### config.mk
export PLATFORM = sky130hd
export DESIGN_NAME = ud_cascade_counter
export DESIGN_NICKNAME = d
export VERILOG_FILES = /design/src/rtl/ud_pkg.sv /design/src/rtl/ud_edge_sense.sv /design/src/rtl/ud_control.sv /design/src/rtl/ud_datapath.sv /design/src/rtl/ud_cascade_counter.sv
export SDC_FILE = /design/constraint.sdc
export NUM_CORES = 1
export LEC_CHECK = 0
export ABC_CLOCK_PERIOD_IN_PS = 1950
export BUFFER_PORTS_ARGS = -buffer_cell sky130_fd_sc_hd__buf_2
export CAP_MARGIN = 0
export CORE_AREA = 8 8 45 47
export DETAILED_ROUTE_END_ITERATION = 7
export DIE_AREA = 0 0 53 55
export GPL_ROUTABILITY_DRIVEN = 0
export GPL_TIMING_DRIVEN = 0
export PLACE_DENSITY = 0.8
export SYNTH_ARGS = -nofsm -noshare
export SYNTH_HDL_FRONTEND = slang
export SYNTH_SLANG_ARGS = --single-unit
### constraint.sdc
create_clock -name clk -period 1.95 [get_ports clk]
set_clock_uncertainty 0.1 [all_clocks]
set_input_delay 0.2925 -clock clk [delete_from_list [all_inputs] [get_ports clk]]
set_output_delay 0.2925 -clock clk [all_outputs]
set_load 0.1 [all_outputs]
### src/rtl/ud_pkg.sv
package ud_pkg;
  typedef struct packed {
    logic load;
    logic inc;
    logic dec;
  } stepCtl_t;
endpackage

### src/rtl/ud_edge_sense.sv
module ud_edge_sense #(
  parameter int SYNC_STAGES = 2
) (
  input  logic clk,
  input  logic clear,
  input  logic rawIn,
  output logic rise
);
  logic [SYNC_STAGES-1:0] syncQ;
  logic prevQ;

  generate
    if (SYNC_STAGES == 1) begin : gSingle
      always_ff @(posedge clk or posedge clear) begin
        if (clear) syncQ <= '1;
        else       syncQ <= rawIn;
      end
    end else begin : gChain
      always_ff @(posedge clk or posedge clear) begin
        if (clear) syncQ <= '1;
        else       syncQ <= {syncQ[SYNC_STAGES-2:0], rawIn};
      end
    end
  endgenerate

  always_ff @(posedge clk or posedge clear) begin
    if (clear) prevQ <= 1'b1;
    else       prevQ <= syncQ[SYNC_STAGES-1];
  end

  assign rise = syncQ[SYNC_STAGES-1] & ~prevQ;

  AST_RISE_ONE_SHOT: assert property (@(posedge clk) disable iff (clear)
    rise |=> !rise);
endmodule

### src/rtl/ud_control.sv
module ud_control
  import ud_pkg::*;
#(
  parameter int SYNC_STAGES = 2
) (
  input  logic     clk,
  input  logic     clear,
  input  logic     upIn,
  input  logic     downIn,
  input  logic     loadN,
  output stepCtl_t ctl
);
  logic upRise;
  logic downRise;

  ud_edge_sense #(.SYNC_STAGES(SYNC_STAGES)) upSense (
    .clk(clk), .clear(clear), .rawIn(upIn), .rise(upRise)
  );
  ud_edge_sense #(.SYNC_STAGES(SYNC_STAGES)) downSense (
    .clk(clk), .clear(clear), .rawIn(downIn), .rise(downRise)
  );

  always_comb begin
    ctl.load = ~loadN;
    ctl.inc  = upRise & ~downRise;
    ctl.dec  = downRise & ~upRise;
  end

  AST_NO_DUAL_STEP: assert property (@(posedge clk) disable iff (clear)
    !(ctl.inc && ctl.dec));
endmodule

### src/rtl/ud_datapath.sv
module ud_datapath
  import ud_pkg::*;
#(
  parameter int WIDTH = 4
) (
  input  logic             clk,
  input  logic             clear,
  input  stepCtl_t         ctl,
  input  logic [WIDTH-1:0] dataIn,
  input  logic             upIn,
  input  logic             downIn,
  output logic [WIDTH-1:0] count,
  output logic             borrowN,
  output logic             carryN
);
  localparam logic [WIDTH-1:0] ONE = WIDTH'(1);
  localparam logic [WIDTH-1:0] TOP = '1;

  always_ff @(posedge clk or posedge clear) begin
    if (clear)         count <= '0;
    else if (ctl.load) count <= dataIn;
    else if (ctl.inc)  count <= count + ONE;
    else if (ctl.dec)  count <= count - ONE;
  end

  assign borrowN = ~((count == '0) & ~downIn);
  assign carryN  = ~((count == TOP) & ~upIn);

  AST_UP_STEP: assert property (@(posedge clk) disable iff (clear)
    (ctl.inc && !ctl.load) |=> count == WIDTH'($past(count) + ONE));
  AST_DOWN_STEP: assert property (@(posedge clk) disable iff (clear)
    (ctl.dec && !ctl.load) |=> count == WIDTH'($past(count) - ONE));
  AST_WRAP_UP: assert property (@(posedge clk) disable iff (clear)
    (ctl.inc && !ctl.load && count == TOP) |=> count == '0);
  AST_LOAD_TAKES: assert property (@(posedge clk) disable iff (clear)
    ctl.load |=> count == $past(dataIn));
  AST_CLEAR_ZERO: assert property (@(posedge clk)
    clear |-> count == '0);
  AST_HOLD_IDLE: assert property (@(posedge clk) disable iff (clear)
    (!ctl.load && !ctl.inc && !ctl.dec) |=> $stable(count));
endmodule

### src/rtl/ud_cascade_counter.sv
module ud_cascade_counter
  import ud_pkg::*;
#(
  parameter int WIDTH       = 4,
  parameter int SYNC_STAGES = 2
) (
  input  logic             clk,
  input  logic             upIn,
  input  logic             downIn,
  input  logic             loadN,
  input  logic [WIDTH-1:0] dataIn,
  input  logic             clear,
  output logic [WIDTH-1:0] count,
  output logic             borrowN,
  output logic             carryN
);
  stepCtl_t ctl;

  ud_control #(.SYNC_STAGES(SYNC_STAGES)) control (
    .clk(clk), .clear(clear), .upIn(upIn), .downIn(downIn),
    .loadN(loadN), .ctl(ctl)
  );

  ud_datapath #(.WIDTH(WIDTH)) datapath (
    .clk(clk), .clear(clear), .ctl(ctl), .dataIn(dataIn),
    .upIn(upIn), .downIn(downIn), .count(count),
    .borrowN(borrowN), .carryN(carryN)
  );
endmodule

# Word-level counts from Yosys, hierarchy flattened
# Cells that the tools add are included.
[totals]
reg_bits = 10
inputBits = 9
output_inout_bits = 6
elab_cells = 27
[op_classes]
n_addsub = 2
eq_ne = 2
n_mux = 3
bitwise = 14
n_reduce_logical = 1
[ops]
columns = ["op", "count"]
rows = [
  ["$mux 4", 3],
  ["$not 1->1", 8],
  ["$and 1x1->1", 6],
  ["$add 4x1->4 const B", 1],
  ["$eq 4x4->1 const B", 1],
  ["$logic_not 4->1", 1],
  ["$sub 4x1->4 const B", 1],
  ["$ne 3x1->1 const B", 1],
]

# Longest topological paths before layout
[depth]
word_depth = 7
mapped_depth = 8
depth_no_buf = 7

# Hierarchy
# From an unflattened synthesis, not the netlist that was laid out.
[unflattened]
hier_cells = 51
hier_area_um2 = 556.8
[modules_own_cells]
columns = ["mod", "instances", "cells_per_inst", "area_each_um2", "seq_area_each_um2"]
rows = [
  ["ud_datapath", 1, 38, 345.3, 100.1],
  ["ud_edge_sense", 2, 5, 96.3, 78.8],
  ["ud_control", 1, 3, 18.8, 0.0],
]

# Worst setup path after synthesis
# OpenSTA, ideal clock, no wires.
[synth_path]
path_type = "register to register"
start = "register datapath.count[1]"
end = "register datapath.count[3]"
setup_ps = 132
t_arrival_ps = 2041
t_required_ps = 1718
slack_ps = -323
stages_incl_launch_ff = 6
path_buffers = 0
period_less_slack_ps = 2273
path_cell_list = "dfrtp_1 -> ha_1 -> a21o_1 -> a21oi_1 -> mux2i_1 -> nand4_1"
[synth_between]
elab_chain_len = 4
elab_cells_between_ends = 5
classes_between = "add/sub (2); mux (3)"
[synth_rtl]
columns = ["element", "line_no", "source"]
rows = [
  ["start, declared", "ud_datapath.sv:12", "output logic [WIDTH-1:0] count,"],
  ["start signal, assigned", "ud_datapath.sv:21", "else if (ctl.load) count <= dataIn;"],
  ["start signal, assigned", "ud_datapath.sv:22", "else if (ctl.inc) count <= count + ONE;"],
  ["start signal, assigned", "ud_datapath.sv:23", "else if (ctl.dec) count <= count - ONE;"],
  ["$sub 4x1->4", "ud_datapath.sv:23", ""],
  ["$mux 4", "ud_datapath.sv:23", ""],
  ["$mux 4 *", "ud_datapath.sv:22", ""],
  ["$mux 4 *", "ud_datapath.sv:21", ""],
]
# Mark *: on every way between the ends. The rest lies on a longest branch, timed or not. The select of a mux whose other input is x is not followed.
# A chain may end at the register's enable or synchronous reset.

# Worst setup path after layout
[layout_path]
start = "register control.upSense.syncQ[1]"
end = "register datapath.count[2]"
[layout_between]
elab_chain_len = 4
elab_cells_between_ends = 7
classes_between = "eq/ne (1); mux (2); bitwise (4)"
[layout_rtl]
columns = ["element", "line_no", "source"]
rows = [
  ["start, declared", "ud_edge_sense.sv:9", "logic [SYNC_STAGES-1:0] syncQ;"],
  ["start signal, assigned", "ud_edge_sense.sv:21", "else syncQ <= {syncQ[SYNC_STAGES-2:0], rawIn};"],
  ["$and 1x1->1 *", "ud_edge_sense.sv:31", "assign rise = syncQ[SYNC_STAGES-1] & ~prevQ;"],
  ["$not 1->1 / $and 1x1->1 (equally long branches)", "ud_control.sv:26, ud_control.sv:25", ""],
  ["$and 1x1->1 / $mux 4 (equally long branches)", "ud_control.sv:26, ud_datapath.sv:22", ""],
  ["$ne 3x1->1 (no source line) / $mux 4 (equally long branches)", "--", ""],
]
# Mark *: on every way between the ends. The rest lies on a longest branch, timed or not.

==> impl_metrics.ini <==
[yosys]
synthCells = 46
synth_edf_count = 0
async_reset_ff_share_pct = 100
synth.distinct_cells = 26
syn_nets = 58
yosysWarnings = 0
ys.flop_type = dfstp_2
yosysSeqAreaShare_pct = 45.6
synth_area_sq_um = 566
avgSynthCellArea_sq_um = 12.3
ys_ff_latch = 10

[job]
maxCapViolations = 0

[setup_path]
critical_path_class = flop to flop
r2r_slack_ns = -0.06
r2r_cells = 6
timing.rr.start = control.upSense.syncQ[1]
start_kind = flop
cp.required_ns = 2.00
r2r-end = datapath.count[2]
cp.arrival_ns = 2.06
crit_top_cell = mux2_4
critPathSlowestCell = dfstp_2
path_cells = nor2b_4, nand2_4, fa_2, xor2_1, mux2_4, mux2_4
path_max_fanout = 3
endpoint_kind = flop
cpPeakStageDelay_ns = 0.53

[sta]
hold_viol_final = 0
grt_setup_unrepaired = true
setup_viol = 1
maxSlewViolCount = 0
fin_crit_sh_pct = 103
tns_ns = -0.0571
max_freq_mhz = 498
tightest_slew_ns = 0.491
slew_headroom_pct = 67.5
fin_ws_ns = -0.0571
holdWs_ns = 0.0308
finalCriticalPeriod_ns = 2.01

[clock_network]
root_buffer = clkbuf_4
insertion_delay_ns = 0.27
clk_pin_slew_worst_paths_ns = 0.07
cts.sinks = 10
cts_tree = done
clk_path_buf_depth = 2
numCtsBuffers = 3
h-tree-depth = 1

[layout]
fill_cells = 128
seqCellArea_sq_um = 263
drive_gt1_share_pct = 61.5
fin_nets = 78
multi_input_area_sq_um = 309
mostFrequentLayoutCell = buf_2
area_growth_pct = 26.8
insertedDiodeCount = 0
layout_common_cells = 14 x buf_2, 6 x dfstp_2, 4 x nand4_1, 4 x dfrtp_2, 3 x clkbuf_4
stdcell_count = 81

[drt]
drcViolationCount = 0
routed_via_density = 5.10
drt_iter0_drc = 2
final_antenna_net_count = 0
wire_per_inst_um = 14.7
vias = 413
wl_um = 1190
dr.pass1.iters = 2

[power_and_ir_drop]
p_leak_nw = 0.320
p_per_area_nw_per_um2 = 1060
vdd_ir_drop_max_mv = 0.470

[outcome]
violations = negative setup slack
run_status = finished, violations left

[grt]
grt_pass1_wl_um = 2060
antenna_found_initial = 0
grtUsageMet2_pct = 17.2
grt_pass1_vias = 470
grt_most_used_layer = met2
use_met1_pct = 9.52
use_met3_pct = 5.08
grt_overflow = 0
grt_usage_pct = 9.93
grt_max_degree = 11

[place]
dp_hpwl_um = 860
portBuffers = 13
dp_slack_ns = -0.202
place_inst = 75

[floorplan]
core_sq_um = 1380
die_h_um = 55
die_w_um = 53
die-area_sq_um = 2920
initial_utilization_pct = 40.9
num_rows = 14
ios = 15

[hold_path]
hold_start = downIn
hold_path_end = control.downSense.syncQ[0]
whs_path_depth = 1
hp-class = input port to flop
## cell usage after synthesis (2+ instances only)
cell type,count,area (sq um)
a21oi_1,2,10.0
dfrtp_1,4,100
dfstp_2,6,158
ha_1,2,25.0
mux2_4,2,30.0
mux2i_1,2,20.0
nand2_1,3,11.3
nand2b_1,2,12.5
nand4_1,4,25.0
nor2_1,2,7.51
nor2b_4,2,27.5
## sequential cells by signal, indices dropped and copies added (netlist names)
signal                   cells
datapath.count               4
control.downSense.prevQ      1
control.upSense.prevQ        1
control.upSense.syncQ        2
control.downSense.syncQ      2
## metal layers
metal | up-vias | share of wire (%)
li1 | 204 | -
met1 | 197 | 38
met2 | 7 | 56
met3 | 5 | 4.8
met4 | 0 | 1.8
met5 | - | 0
## critical path: cells and delay by family, from the launching register on
family	cells	cell delay (ns)
flops	1	0.53
xor+xnor	1	0.14
fa+ha+maj	1	0.36
mux	2	0.53
simple gates	2	0.24
## metrics by stage
| step | power [mW] | area [sq um] | util (%) |
|---|---|---|---|
| 3_5_place_dp | 0.603 | 666 | 48.1 |
| 4_1_cts | 0.773 | 728 | 52.6 |
| 3_3_place_gp | 0.595 | 666 | 48.1 |
| 6_report | 0.760 | 717 | 51.8 |
| 5_1_grt | 0.801 | 717 | 51.8 |
| 2_1_floorplan | 0.543 | 581 | - |
## report_power, final
group	leakage (nW)	internal [mW]	switching [mW]
clock network	0.0150	0.0790	0.0686
registers	0.106	0.241	0.0383
logic	0.200	0.103	0.230
## final cells by class
type	instances	area share, %
timing repair buffer	16	12.6
tap	16	2.79
multi-input combinational	33	43.1
buffer	1	0.698
clock buffer	4	3.66
inverter	1	0.524
sequential	10	36.6
## repair_timing
item,4_1_cts,5_1_grt
hold endpoints to repair,4,0
hold buffers,1,0
setup endpoints to repair,2,2
resized for setup,2,0
pin swaps,1,5
buffers inserted,2,0
## logic make-up (layout without fill, tap and decap cells)
group | Yosys count | count (layout) | share of synthesized area (%)
adders and majority gates | 3 | 3 | 7.96
and+or+nand+nor | 18 | 18 | 21.2
xor gates and xnor gates | 3 | 3 | 5.97
AOI/OAI and AO/OA | 4 | 4 | 4.87
DFF | 10 | 10 | 45.6
buffers and inverters | 3 | 22 | 3.54
muxes | 5 | 5 | 10.8
## worst max path at each step
| stage | slack, ns | depth (start not counted) | start | to |
|---|---|---|---|---|
| after floorplan | -0.08 | 7 | control.upSense.syncQ[1] | datapath.count[2] |
| after global placement | -0.17 | 8 | control.upSense.syncQ[1] | datapath.count[3] |
| after detailed placement | -0.20 | 8 | control.upSense.syncQ[1] | datapath.count[3] |
| after CTS | -0.1 | 7 | control.upSense.syncQ[1] | datapath.count[2] |
| after global routing | -0.13 | 6 | control.upSense.syncQ[1] | datapath.count[2] |
| final | -0.06 | 6 | control.upSense.syncQ[1] | datapath.count[2] |
Note: power is estimated with default switching activity, not from simulation.
